## src/rtl/crs_pkg.sv

```systemverilog
package crs_pkg;

    localparam int INSTR_W = 16;
    localparam int RIDX_W  = 4;

    typedef enum logic [2:0] {
        SRC_SR, SRC_GBR, SRC_VBR, SRC_MACH, SRC_MACL, SRC_PR
    } src_e;

    typedef struct packed {
        logic              ok;
        logic              push;
        src_e              src;
        logic [RIDX_W-1:0] rn;
    } dec_t;

    typedef enum logic [1:0] {ST_IDLE, ST_GAP, ST_STORE} st_e;

    // Group decode: top nibble picks move (0) or push (4), low nibble picks
    // the control or system register family, bits 7:4 pick the source.
    function automatic dec_t decode(input logic [INSTR_W-1:0] ins);
        dec_t d;
        logic [3:0] sel;
        d     = '0;
        d.rn  = ins[11:8];
        sel   = ins[7:4];
        if (ins[15:12] == 4'h0 && ins[3:0] == 4'h2) begin
            d.push = 1'b0;
            if (sel == 4'h1) begin d.ok = 1'b1; d.src = SRC_GBR; end
            if (sel == 4'h2) begin d.ok = 1'b1; d.src = SRC_VBR; end
        end else if (ins[15:12] == 4'h0 && ins[3:0] == 4'hA) begin
            d.push = 1'b0;
            if (sel == 4'h0) begin d.ok = 1'b1; d.src = SRC_MACH; end
            if (sel == 4'h1) begin d.ok = 1'b1; d.src = SRC_MACL; end
            if (sel == 4'h2) begin d.ok = 1'b1; d.src = SRC_PR;   end
        end else if (ins[15:12] == 4'h4 && ins[3:0] == 4'h3) begin
            d.push = 1'b1;
            if (sel == 4'h0) begin d.ok = 1'b1; d.src = SRC_SR;  end
            if (sel == 4'h1) begin d.ok = 1'b1; d.src = SRC_GBR; end
            if (sel == 4'h2) begin d.ok = 1'b1; d.src = SRC_VBR; end
        end else if (ins[15:12] == 4'h4 && ins[3:0] == 4'h2) begin
            d.push = 1'b1;
            if (sel == 4'h0) begin d.ok = 1'b1; d.src = SRC_MACH; end
            if (sel == 4'h1) begin d.ok = 1'b1; d.src = SRC_MACL; end
            if (sel == 4'h2) begin d.ok = 1'b1; d.src = SRC_PR;   end
        end
        return d;
    endfunction

endpackage

```

## src/rtl/crs_decoder.sv

```systemverilog
module crs_decoder
    import crs_pkg::*;
(
    input  logic [INSTR_W-1:0] instr,
    output dec_t               dec
);
    always_comb dec = decode(instr);
endmodule

```

## src/rtl/crs_src_mux.sv

```systemverilog
module crs_src_mux
    import crs_pkg::*;
#(
    parameter int XLEN = 32
) (
    input  src_e            sel,
    input  logic [XLEN-1:0] sr_val,
    input  logic [XLEN-1:0] gbr_val,
    input  logic [XLEN-1:0] vbr_val,
    input  logic [XLEN-1:0] mach_val,
    input  logic [XLEN-1:0] macl_val,
    input  logic [XLEN-1:0] pr_val,
    output logic [XLEN-1:0] val
);
    always_comb begin
        case (sel)
            SRC_SR:   val = sr_val;
            SRC_GBR:  val = gbr_val;
            SRC_VBR:  val = vbr_val;
            SRC_MACH: val = mach_val;
            SRC_MACL: val = macl_val;
            SRC_PR:   val = pr_val;
            default:  val = '0;
        endcase
    end
endmodule

```

## src/rtl/crs_seq.sv

```systemverilog
module crs_seq
    import crs_pkg::*;
#(
    parameter int XLEN      = 32,
    parameter int CNT_W     = 8,
    parameter int PUSH_STEP = 4
) (
    input  logic              clk,
    input  logic              rst,
    input  logic              instr_valid,
    input  dec_t              dec,
    input  logic [XLEN-1:0]   rn_val,
    input  logic [XLEN-1:0]   src_val,
    input  logic              mem_ready,
    output logic              wb_en,
    output logic [RIDX_W-1:0] wb_idx,
    output logic [XLEN-1:0]   wb_data,
    output logic              mem_req,
    output logic [XLEN-1:0]   mem_addr,
    output logic [XLEN-1:0]   mem_wdata,
    output logic              busy,
    output logic              done,
    output logic [CNT_W-1:0]  cyc_count,
    output logic              illegal
);
    localparam logic [XLEN-1:0]  STEP = XLEN'(PUSH_STEP);
    localparam logic [CNT_W-1:0] ONE  = CNT_W'(1);

    st_e              state;
    logic [CNT_W-1:0] cnt;
    logic [XLEN-1:0]  dec_addr;
    logic [CNT_W-1:0] cnt_next;

    assign dec_addr = rn_val - STEP;
    assign cnt_next = (cnt == '1) ? cnt : cnt + ONE;
    assign busy     = (state != ST_IDLE);

    always_ff @(posedge clk) begin
        if (rst) begin
            state     <= ST_IDLE;
            cnt       <= '0;
            wb_en     <= 1'b0;
            wb_idx    <= '0;
            wb_data   <= '0;
            mem_req   <= 1'b0;
            mem_addr  <= '0;
            mem_wdata <= '0;
            done      <= 1'b0;
            cyc_count <= '0;
            illegal   <= 1'b0;
        end else begin
            wb_en   <= 1'b0;
            done    <= 1'b0;
            illegal <= 1'b0;
            case (state)
                ST_IDLE: begin
                    if (instr_valid) begin
                        if (!dec.ok) begin
                            illegal <= 1'b1;
                        end else begin
                            wb_en  <= 1'b1;
                            wb_idx <= dec.rn;
                            if (dec.push) begin
                                wb_data   <= dec_addr;
                                mem_addr  <= dec_addr;
                                mem_wdata <= src_val;
                                cnt       <= ONE;
                                if (dec.src == SRC_SR) begin
                                    state <= ST_GAP;
                                end else begin
                                    state   <= ST_STORE;
                                    mem_req <= 1'b1;
                                end
                            end else begin
                                wb_data   <= src_val;
                                done      <= 1'b1;
                                cyc_count <= ONE;
                            end
                        end
                    end
                end
                ST_GAP: begin
                    state   <= ST_STORE;
                    mem_req <= 1'b1;
                    cnt     <= cnt_next;
                end
                ST_STORE: begin
                    if (mem_ready) begin
                        mem_req   <= 1'b0;
                        state     <= ST_IDLE;
                        done      <= 1'b1;
                        cyc_count <= cnt;
                    end else begin
                        cnt <= cnt_next;
                    end
                end
                default: state <= ST_IDLE;
            endcase
        end
    end
endmodule

```

## src/rtl/crs_store_unit.sv

```systemverilog
module crs_store_unit
    import crs_pkg::*;
#(
    parameter int XLEN  = 32,
    parameter int CNT_W = 8
) (
    input  logic               clk,
    input  logic               rst,
    input  logic               instr_valid,
    input  logic [INSTR_W-1:0] instr,
    output logic [RIDX_W-1:0]  gpr_raddr,
    input  logic [XLEN-1:0]    gpr_rdata,
    input  logic [XLEN-1:0]    sr_val,
    input  logic [XLEN-1:0]    gbr_val,
    input  logic [XLEN-1:0]    vbr_val,
    input  logic [XLEN-1:0]    mach_val,
    input  logic [XLEN-1:0]    macl_val,
    input  logic [XLEN-1:0]    pr_val,
    output logic               wb_en,
    output logic [RIDX_W-1:0]  wb_idx,
    output logic [XLEN-1:0]    wb_data,
    output logic               mem_req,
    output logic [XLEN-1:0]    mem_addr,
    output logic [XLEN-1:0]    mem_wdata,
    input  logic               mem_ready,
    output logic               busy,
    output logic               done,
    output logic [CNT_W-1:0]   cyc_count,
    output logic               illegal
);
    dec_t            dec;
    logic [XLEN-1:0] src_val;

    assign gpr_raddr = dec.rn;

    crs_decoder u_dec (
        .instr (instr),
        .dec   (dec)
    );

    crs_src_mux #(.XLEN(XLEN)) u_mux (
        .sel      (dec.src),
        .sr_val   (sr_val),
        .gbr_val  (gbr_val),
        .vbr_val  (vbr_val),
        .mach_val (mach_val),
        .macl_val (macl_val),
        .pr_val   (pr_val),
        .val      (src_val)
    );

    crs_seq #(.XLEN(XLEN), .CNT_W(CNT_W)) u_seq (
        .clk         (clk),
        .rst         (rst),
        .instr_valid (instr_valid),
        .dec         (dec),
        .rn_val      (gpr_rdata),
        .src_val     (src_val),
        .mem_ready   (mem_ready),
        .wb_en       (wb_en),
        .wb_idx      (wb_idx),
        .wb_data     (wb_data),
        .mem_req     (mem_req),
        .mem_addr    (mem_addr),
        .mem_wdata   (mem_wdata),
        .busy        (busy),
        .done        (done),
        .cyc_count   (cyc_count),
        .illegal     (illegal)
    );
endmodule

```

## config.mk

```make
export PLATFORM = sky130hd
export DESIGN_NAME = crs_store_unit
export DESIGN_NICKNAME = d
export VERILOG_FILES = /design/src/rtl/crs_pkg.sv /design/src/rtl/crs_decoder.sv /design/src/rtl/crs_src_mux.sv /design/src/rtl/crs_seq.sv /design/src/rtl/crs_store_unit.sv
export SDC_FILE = /design/constraint.sdc
export NUM_CORES = 1
export LEC_CHECK = 0
export ABC_AREA = 1
export CORE_MARGIN = 5
export CORE_UTILIZATION = 28
export DETAILED_ROUTE_END_ITERATION = 16
export DONT_BUFFER_PORTS = 1
export GPL_ROUTABILITY_DRIVEN = 0
export GPL_TIMING_DRIVEN = 0
export SYNTH_ARGS = -nofsm -noshare
export SYNTH_HDL_FRONTEND = slang
export SYNTH_SLANG_ARGS = --single-unit
```

## constraint.sdc

```tcl
create_clock -name clk -period 1.8 [get_ports clk]
set_input_delay 0.09 -clock clk [delete_from_list [all_inputs] [get_ports clk]]
set_output_delay 0.09 -clock clk [all_outputs]
set_load 0.005 [all_outputs]
```

==> results of run 1 <==
[routing by layer]
layer	track usage [%]	part of all wire, %	up-vias
met2	34.2	47	465
met5	0	0	-
met4	5.05	2.1	0
met1	25.6	40	3684
met3	7.94	11	54
li1	-	-	3936
[stage by stage]
stage / cells / hold WS [ns]
finish: 1587 / 0.00718
global route: 1587 / 0.0135
CTS: 1583 / 0.00248
detailed placement: 1531 / 0.244
global placement: 1531 / 0.241
floorplan: 1196 / 0.233
[worst reg2reg max path: cells and delay by family (launching register included)]
kind	cells	cell delay [ns]
buffers and inverters	1	0.11
adders and majority gates	1	0.25
DFF	1	0.34
AOI/OAI and AO/OA	1	0.12
and+or+nand+nor	6	0.84
[synth_stat cells]
| master | n | share of area (%) |
|---|---|---|
| o211ai_1 | 2 | 0.20 |
| o21bai_1 | 31 | 3.1 |
| xnor2_1 | 6 | 0.70 |
| or2_0 | 1 | 0.084 |
| o21ai_1 | 1 | 0.067 |
| nand3_1 | 75 | 5.0 |
| nor2_1 | 143 | 7.2 |
| nand2_2 | 6 | 0.50 |
| nand4_1 | 46 | 3.9 |
| buf_6 | 6 | 0.91 |
| nand3_2 | 1 | 0.13 |
| a21boi_0 | 3 | 0.30 |
| a211oi_1 | 2 | 0.20 |
| and2_1 | 1 | 0.084 |
| buf_1 | 1 | 0.050 |
| a21oi_1 | 105 | 7.0 |
| nor2_2 | 3 | 0.25 |
| o31ai_1 | 1 | 0.10 |
| clkbuf_1 | 16 | 0.80 |
| nand3b_1 | 4 | 0.40 |
| xor2_1 | 11 | 1.3 |
| a22oi_1 | 12 | 1.2 |
| buf_2 | 28 | 1.9 |
| nor3_2 | 3 | 0.40 |
| inv_2 | 5 | 0.25 |
| or2_2 | 3 | 0.25 |
| a221oi_1 | 2 | 0.23 |
| nand2_4 | 2 | 0.30 |
| inv_1 | 129 | 6.5 |
| o21ai_0 | 44 | 3.0 |
| nor3_1 | 7 | 0.47 |
| buf_4 | 15 | 1.5 |
| nand2_1 | 352 | 18 |
| ha_1 | 6 | 1.0 |
| nor2_8 | 1 | 0.27 |
| dfxtp_1 | 122 | 33 |
[where the power goes]
part	leakage, nW	total [mW]	switching [mW]	internal [mW]
Sequential	0.983	2.70	0.00163	2.70
Clock	0.296	3.57	1.37	2.21
Combinational	2.78	0.355	0.237	0.118
[cells by family (layout without fill, tap and decap cells)]
logic type                 count (synthesis)  count (layout)  synth area share (%)
xor gates and xnor gates                  17              17                  2.00
adders and majority gates                  6               6                  1.01
AOI/OAI and AO/OA                        203             203                  15.4
and+or+nand+nor                          648             648                  36.9
buffers and inverters                    200             256                  11.9
DFF                                      122             122                  32.7
[state kept, by name, indices dropped and copies added (netlist names)]
register and count:
u_seq.wb_idx 4, u_seq.mem_wdata 32, u_seq.state 2, u_seq.cyc_count 8
u_seq.illegal 1, u_seq.wb_data 32, u_seq.done 1, u_seq.mem_req 1
u_seq.mem_addr 32, u_seq.wb_en 1, u_seq.cnt 8
[area by class of cell]
type	count	area (µm²)	area share [%]
repair buffers	24	220	2.48
well taps	335	419	4.73
clock inverters	15	189	2.13
clock buffers	17	425	4.80
multi-input cells	874	4250	47.9
inverters	134	508	5.73
plain buffers	66	417	4.70
flip-flops and latches	122	2440	27.6
[repair_timing]
item	in CTS	in global routing
hold buffers	16	0
endpoints found under the hold margin	21	0
setup buffers	4	4
gates resized for setup	21	36
pin swaps	4	5
setup endpoints to repair	113	102
[layout by cell type (no fill, tap or decap), types with 3 or more instances in the layout]
cell / netlist / layout
nor2_2: 3 / 13
buf_4: 15 / 23
buf_6: 6 / 8
a21boi_0: 3 / 3
or2_2: 3 / 3
clkbuf_1: 16 / 12
nand2_2: 6 / 7
bufinv_16: 0 / 3
nor3_2: 3 / 3
nor2_1: 143 / 131
clkbuf_16: 0 / 17
inv_6: 0 / 6
a21oi_1: 105 / 100
clkinv_4: 0 / 3
dfxtp_1: 122 / 120
clkbuf_2: 0 / 4
inv_1: 129 / 124
nand3_1: 75 / 73
dlygate4sd3_1: 0 / 16
a21oi_2: 0 / 5
xnor2_1: 6 / 6
nor3_1: 7 / 6
nand2_1: 352 / 351
nand3b_1: 4 / 4
o21bai_1: 31 / 31
buf_2: 28 / 23
a22oi_1: 12 / 12
xor2_1: 11 / 11
o21ai_0: 44 / 43
inv_2: 5 / 8
nand4_1: 46 / 46
ha_1: 6 / 5
[worst max-delay path by stage]
stage | start | to | slack [ns]
2_1_floorplan | u_seq.state[0] | u_seq.cnt[5] | 0.03
3_3_place_gp | instr[15] | u_seq.wb_data[2] | -0.32
4_1_cts | u_seq.state[0] | u_seq.cnt[5] | 0.001
5_1_grt | u_seq.state[1] | u_seq.mem_addr[9] | -0.01
3_5_place_dp | instr[15] | u_seq.wb_data[2] | -0.31
6_report | u_seq.cnt[0] | u_seq.cnt[3] | 0.09
==> results.json, run 1 <==
{
  "drc": 0,
  "p_per_area_nw_per_um2": 748,
  "pre_cts_slack_ns": -0.314,
  "path_class": "flip-flop to flip-flop",
  "slowest_delay_ns": 0.34,
  "fin_nets": 1489,
  "crit_family": "simple AND/OR/NAND/NOR gates",
  "grt_pass1_vias": 7629,
  "cp.arrival_ns": 2.06,
  "cpMostUsedCell": "nand2_2",
  "numCtsBuffers": 17,
  "cp.depth": 9,
  "finalSetupTns_ns": 0,
  "cts_tree": "done",
  "hold_path.startpoint": "gpr_rdata[31]",
  "crit_path_max_fanout": 6,
  "yosysSeqAreaShare_pct": 32.7,
  "holdPathStages": 3,
  "ir_drop_uv": 495,
  "io_pins": 361,
  "final_max_slew_viol_count": 0,
  "n_antenna_cell": 0,
  "antenna_found_initial": 0,
  "track_usage_pct": 20.7,
  "max_freq_mhz": 586,
  "power_leakage_nw": 4.06,
  "cp-end-kind": "flip-flop",
  "period_needed_ns": 1.71,
  "n_fill_cell": 2863,
  "num_vias": 8139,
  "r2r-end": "u_seq.cnt[3]",
  "power_mw": 6.63,
  "clock-sinks": 122,
  "insertion_delay_ns": 0.42,
  "cts.clk_slew.worst_paths_ns": 0.06,
  "rsz0062_at_grt": "true",
  "die_w_um": 173,
  "viasPerCell": 5.13,
  "grt_max_degree": 17,
  "start_kind": "flip-flop",
  "row_count": 59,
  "worst_slew_pin_slew_ns": 0.668,
  "outcome": "completed",
  "start_util_pct": 28.6,
  "place_hpwl_um": 26800,
  "htree_levels": 4,
  "wl_per_cell_um": 20.6,
  "synthCells": 1196,
  "syn_avg_cell_area_um2": 6.24,
  "setup_viol": 0,
  "cp.buffers_inverters": 1,
  "slew_headroom_pct": 55.4,
  "required_ns": 2.15,
  "reg2reg_from": "u_seq.cnt[0]",
  "drt_iter0_markers": 694,
  "crit_path_top_delay_cell": "dfxtp_1",
  "ys_ff_latch": 122,
  "min_path_type": "input pin to flip-flop",
  "place_area_um2": 7890,
  "max-clock-path-buffers": 2,
  "firstDrtPassIters": 6,
  "skew_ns": 0.0124,
  "grt_pass1_wl_um": 47700,
  "max_cap_viol_count": 0,
  "drive_gt1_share_pct": 11.9,
  "synth_warnings": 0,
  "hold_path_end": "u_seq.mem_addr[31]",
  "drt_wl_total_um": 32700,
  "syn_area_um2": 7460,
  "grt_overflow_total": 0,
  "synth_cell_types": 36,
  "reg2reg_slack_ns": 0.09,
  "fp.dieH_um": 173,
  "reg2reg_depth": 9,
  "design_area_um2": 8870,
  "root_buffer": "clkbuf_16",
  "layout-area-overhead-vs-synth_pct": 18.9,
  "final_core_util_pct": 33.9,
  "drtAntennaViolNets": 0,
  "finalCritPeriodShare_pct": 94.8,
  "finalWorstSetupSlack_ns": 0.0931,
  "core-area_um2": 26100,
  "hold_violations": 0,
  "die_area_um2": 30000,
  "crit_chain": "ha_1 -> nand4_1 -> nor2_1 -> nor3_2 -> nand2_2 -> inv_2 -> nand2_2 -> or2_0 -> a21oi_1",
  "synth.net_count": 1446,
  "numPortBuffers": 0
}
No activity file was read; power rests on OpenSTA's default activity.
==> run 2: changes to the inputs <==
--- a/config.mk
+++ b/config.mk
@@ -14,2 +14,3 @@
 export GPL_TIMING_DRIVEN = 0
+export PLACE_DENSITY_LB_ADDON = 0.15
 export SYNTH_ARGS = -nofsm -noshare
--- a/constraint.sdc
+++ b/constraint.sdc
@@ -3,2 +3,2 @@
 set_output_delay 0.09 -clock clk [all_outputs]
-set_load 0.005 [all_outputs]
+set_load 0.1 [all_outputs]
==> results.json, run 2 (synthesis results as in run 1) <==
{
  "slowest_delay_ns": 0.47,
  "grtUsageMet2_pct": 34.8,
  "violations": "setup timing",
  "outcome": "finished, violations left",
  "final_common_cell": "nand2_1",
  "crit_chain": "inv_2 -> ha_4 -> clkinvlp_4 -> or2_4 -> nand3_2 -> nor3_2 -> nand2_2 -> inv_2 -> nand2_2 -> buf_4 -> or2_0 -> a21oi_1",
  "setup_viol": 68,
  "clock-sinks": 122,
  "final_max_slew_viol_count": 0,
  "ir_drop_uv": 564,
  "finalSetupTns_ns": -9.66,
  "hold_path.startpoint": "gpr_rdata[26]",
  "start_util_pct": 28.6,
  "power_mw": 6.55,
  "finalCritPeriodShare_pct": 125,
  "start_kind": "flip-flop",
  "fin_cells": 1621,
  "holdPathStages": 4,
  "skew_ns": 0.00665,
  "worst_slew_pin_slew_ns": 1.12,
  "n_antenna_cell": 0,
  "fin_nets": 1523,
  "cts.clk_slew.worst_paths_ns": 0.06,
  "antenna_found_initial": 0,
  "p_per_area_nw_per_um2": 656,
  "layout-area-overhead-vs-synth_pct": 33.8,
  "use_met3_pct": 8.00,
  "cp-end-kind": "flip-flop",
  "cts_tree": "done",
  "min_path_type": "input pin to flip-flop",
  "finalWorstSetupSlack_ns": -0.458,
  "cp.arrival_ns": 2.55,
  "root_buffer": "clkbuf_16",
  "place_hpwl_um": 27100,
  "crit_family": "simple AND/OR/NAND/NOR gates",
  "hold_path_end": "u_seq.mem_addr[26]",
  "drc": 0,
  "max-clock-path-buffers": 2,
  "drive_gt1_share_pct": 21.7,
  "max_freq_mhz": 443,
  "core-area_um2": 26100,
  "grt_max_degree": 17,
  "io_pins": 361,
  "numPortBuffers": 0,
  "numCtsBuffers": 17,
  "viasPerCell": 5.02,
  "period_needed_ns": 2.26,
  "top_regs": "u_seq.mem_addr (32), u_seq.mem_wdata (32), u_seq.wb_data (32)",
  "wl_per_cell_um": 21.4,
  "drt_iter0_markers": 466,
  "reg2reg_depth": 12,
  "grt_pass1_wl_um": 48400,
  "htree_levels": 4,
  "fp.dieH_um": 173,
  "grt_pass1_vias": 7683,
  "grt_overflow_total": 0,
  "row_count": 59,
  "die_w_um": 173,
  "layout.cells.most_common_list": "nand2_1 (337), inv_1 (123), nor2_1 (122)",
  "hold_violations": 0,
  "r2r-end": "u_seq.cnt[3]",
  "design_area_um2": 9980,
  "max_cap_viol_count": 0,
  "crit_path_max_fanout": 6,
  "firstDrtPassIters": 5,
  "track_usage_pct": 21.1,
  "place_area_um2": 7910,
  "top_usage_layer": "met2",
  "power_leakage_nw": 4.43,
  "reg2reg_slack_ns": -0.46,
  "final_core_util_pct": 38.2,
  "die_area_um2": 30000,
  "cp.buffers_inverters": 4,
  "placedCellCount": 1531,
  "insertion_delay_ns": 0.42,
  "slew_headroom_pct": 25.5,
  "drtAntennaViolNets": 0,
  "required_ns": 2.09,
  "drt_wl_total_um": 34700,
  "path_class": "flip-flop to flip-flop",
  "num_vias": 8136,
  "crit_path_top_delay_cell": "clkinvlp_4",
  "reg2reg_from": "u_seq.state[1]",
  "met1_usage_pct": 26.5,
  "rsz0062_at_grt": "true"
}
==> run 2: how the worst max path moves through the flow <==
stage / endpoint / slack (ns) / startpoint / cells after the start
finish: u_seq.cnt[3] / -0.46 / u_seq.state[1] / 12
global route: u_seq.cyc_count[4] / -0.56 / u_seq.state[1] / 10
CTS: u_seq.cnt[2] / -0.40 / u_seq.state[0] / 10
detailed placement: u_seq.cyc_count[1] / -0.60 / u_seq.state[0] / 8
global placement: u_seq.cyc_count[1] / -0.58 / u_seq.state[0] / 8
floorplan: u_seq.cyc_count[1] / -0.33 / u_seq.state[1] / 9
==> run 2: final cells by class <==
class / instances / area [µm²]
clock inverters: 14 / 146
well taps: 335 / 419
inverters: 134 / 514
clock buffers: 18 / 439
multi-input cells: 874 / 4790
repair buffers: 61 / 723
flip-flops and latches: 122 / 2440
fillers: 2858 / 16200
plain buffers: 63 / 503
==> run 2: power by group <==
| group | switching (mW) | internal [mW] | leakage (nW) |
|---|---|---|---|
| Sequential | 0.0182 | 2.70 | 0.983 |
| Combinational | 0.301 | 0.128 | 3.17 |
| Clock | 1.32 | 2.08 | 0.282 |
| Total | 1.64 | 4.91 | 4.43 |
==> run 2: tightest hold or removal path: cells and delay by family <==
| family | cells | cell delay [ns] |
|---|---|---|
| buffers and inverters | 1 | 0.05 |
| and+or+nand+nor | 2 | 0.18 |
| AOI/OAI and AO/OA | 1 | 0.05 |
==> run 2: routing by layer <==
metal / routed length [µm] / vias to the layer above
li1: - / 4006
met1: 14900 / 3836
met2: 16400 / 269
met3: 2980 / 25
met4: 345 / 0
met5: 0 / -
==> run 2: stage by stage <==
stage          hold WS, ns  worst slack (ns)
6_report           0.00704            -0.458
5_1_grt             0.0285            -0.559
4_1_cts            0.00234            -0.403
3_5_place_dp         0.243            -0.603
3_3_place_gp         0.240            -0.578
2_1_floorplan        0.233            -0.327
==> run 2: what timing repair did <==
action,CTS,global route
pin swaps,7,72
resized for setup,37,225
endpoints found under the hold margin,17,1
gates cloned,0,9
endpoints found under the setup margin,81,107
buffers inserted,8,30
hold buffers,13,1
==> run 3: changes to the inputs <==
SETUP_SLACK_MARGIN = 0.4   (was unset)
==> results.json, run 3 (synthesis results as in run 1) <==
{
  "top_regs": "u_seq.mem_addr (32), u_seq.mem_wdata (32), u_seq.wb_data (32)",
  "track_usage_pct": 21.6,
  "numCtsBuffers": 17,
  "insertion_delay_ns": 0.42,
  "design_area_um2": 10700,
  "ir_drop_uv": 576,
  "power_switching_share_pct": 24.8,
  "fin_cells": 1633,
  "placedCellCount": 1531,
  "p_per_area_nw_per_um2": 614,
  "htree_levels": 4,
  "cp-end-kind": "flip-flop",
  "final_max_slew_viol_count": 0,
  "place_area_um2": 7970,
  "core-area_um2": 26100,
  "grt_overflow_total": 0,
  "violations": "setup timing",
  "firstDrtPassIters": 5,
  "crit_chain": "inv_2 -> ha_4 -> clkinvlp_4 -> or2_4 -> nand3_2 -> nor3_2 -> nand2_2 -> buf_4 -> o21ai_4 -> a211oi_2",
  "drtAntennaViolNets": 0,
  "power_leakage_nw": 4.79,
  "worst_slew_pin_slew_ns": 0.957,
  "drt_iter0_markers": 518,
  "p_clk_share_pct": 51.7,
  "drive_gt1_share_pct": 34.3,
  "slowest_delay_ns": 0.48,
  "finalCritPeriodShare_pct": 126,
  "finalSetupTns_ns": -22.37,
  "row_count": 59,
  "reg2reg_slack_ns": -0.47,
  "die_area_um2": 30000,
  "skew_ns": 0.00466,
  "num_vias": 8270,
  "fin_nets": 1535,
  "cts.clk_slew.worst_paths_ns": 0.06,
  "holdPathStages": 3,
  "outcome": "finished, violations left",
  "drt_wl_total_um": 35000,
  "period_needed_ns": 2.27,
  "combPwrFrac_pct": 6.9,
  "grt_pass1_wl_um": 49800,
  "viasPerCell": 5.06,
  "drc": 0,
  "max_cap_viol_count": 0,
  "grt_max_degree": 17,
  "crit_path_top_delay_cell": "or2_4",
  "die_w_um": 173,
  "power_mw": 6.57,
  "cts_tree": "done",
  "grt_pass1_vias": 7928,
  "layout.cells.most_common_list": "nand2_1 (309), inv_1 (120), nor2_1 (120)",
  "place_hpwl_um": 27000,
  "root_buffer": "clkbuf_16",
  "start_kind": "flip-flop",
  "finalWorstSetupSlack_ns": -0.466,
  "fp.dieH_um": 173,
  "required_ns": 2.14,
  "n_antenna_cell": 0,
  "layout-area-overhead-vs-synth_pct": 43.5,
  "rsz0062_at_grt": "true",
  "path_class": "flip-flop to flip-flop",
  "antenna_found_initial": 0,
  "wl_per_cell_um": 21.4,
  "reg2reg_depth": 10,
  "start_util_pct": 28.6,
  "numPortBuffers": 0,
  "p_sw_mw": 1.63,
  "slew_headroom_pct": 36.1,
  "io_pins": 361,
  "final_common_cell": "nand2_1",
  "min_path_type": "input pin to flip-flop",
  "max-clock-path-buffers": 2,
  "max_freq_mhz": 441,
  "internal_power_mw": 4.94,
  "seqPwrFrac_pct": 41.4,
  "setup_viol": 120,
  "clock-sinks": 122,
  "hold_violations": 0,
  "cp.arrival_ns": 2.61,
  "crit_path_max_fanout": 6
}
[run 3: cell types whose count changed in the layout (fill, tap and decap cells not counted), sizes merged]
| cell | previous run | this run |
|---|---|---|
| dlygate4sd3 | 14 | 16 |
| clkinvlp | 4 | 5 |
| bufbuf | 0 | 1 |
| clkinv | 7 | 6 |
| buf | 88 | 99 |
| inv | 135 | 133 |
[run 3: worst paths after layout]
| path | start | endpoint |
|---|---|---|
| worst max register to register | u_seq.state[1] | u_seq.cnt[1] |
| worst max-delay path | u_seq.state[1] | u_seq.cnt[1] |
| worst min-delay path | gpr_rdata[28] | u_seq.mem_addr[28] |
| worst min register to register | u_seq.cnt[1] | u_seq.cnt[1] |
[run 3: routing by layer]
layer / vias up / GRT usage (%) / wire length, µm
met1: 3862 / 27.8 / 14800
met5: - / 0 / 0
met2: 331 / 34.7 / 16400
li1: 4040 / - / -
met4: 0 / 4.72 / 464
met3: 37 / 8.16 / 3370
[run 3: area by class of cell]
class	instances	area, µm²
well taps	335	419
inverters	134	522
clock buffers	20	457
flip-flops and latches	122	2580
repair buffers	70	982
fillers	2808	15400
multi-input cells	874	5000
plain buffers	66	614
clock inverters	12	124
[run 3: power groups by stage]
stage	logic, mW	registers (mW)	clock network [mW]
floorplan	0.258	2.78	0
global placement	0.361	2.78	0
detailed placement	0.361	2.78	0
CTS	0.423	2.72	3.45
global route	0.493	2.72	3.58
finish	0.451	2.72	3.40
[run 3: repair_timing]
action                     4_1_cts  5_1_grt
cloned                           9        6
pin swaps                       34       98
hold buffers                    16        0
buffers inserted                24       15
gates resized for setup        227      200
setup endpoints to repair      233      137
hold endpoints to repair        21        0
[run 3: worst max-delay path: cells and delay by family, from the launching register on]
| family | cells | cell delay [ns] |
|---|---|---|
| buffers and inverters | 3 | 0.68 |
| adders and majority gates | 1 | 0.15 |
| AOI/OAI and AO/OA | 2 | 0.30 |
| and+or+nand+nor | 4 | 0.72 |
| DFF | 1 | 0.33 |
[run 3: through the flow]
| stage | util, % | hold slack, ns | worst slack [ns] |
|---|---|---|---|
| floorplan | - | 0.233 | -0.327 |
| finish | 41.0 | 0.00239 | -0.466 |
| global route | 41.0 | 0.0194 | -0.572 |
| detailed placement | 30.5 | 0.243 | -0.555 |
| global placement | 30.5 | 0.239 | -0.525 |
| CTS | 37.4 | 0.00106 | -0.387 |
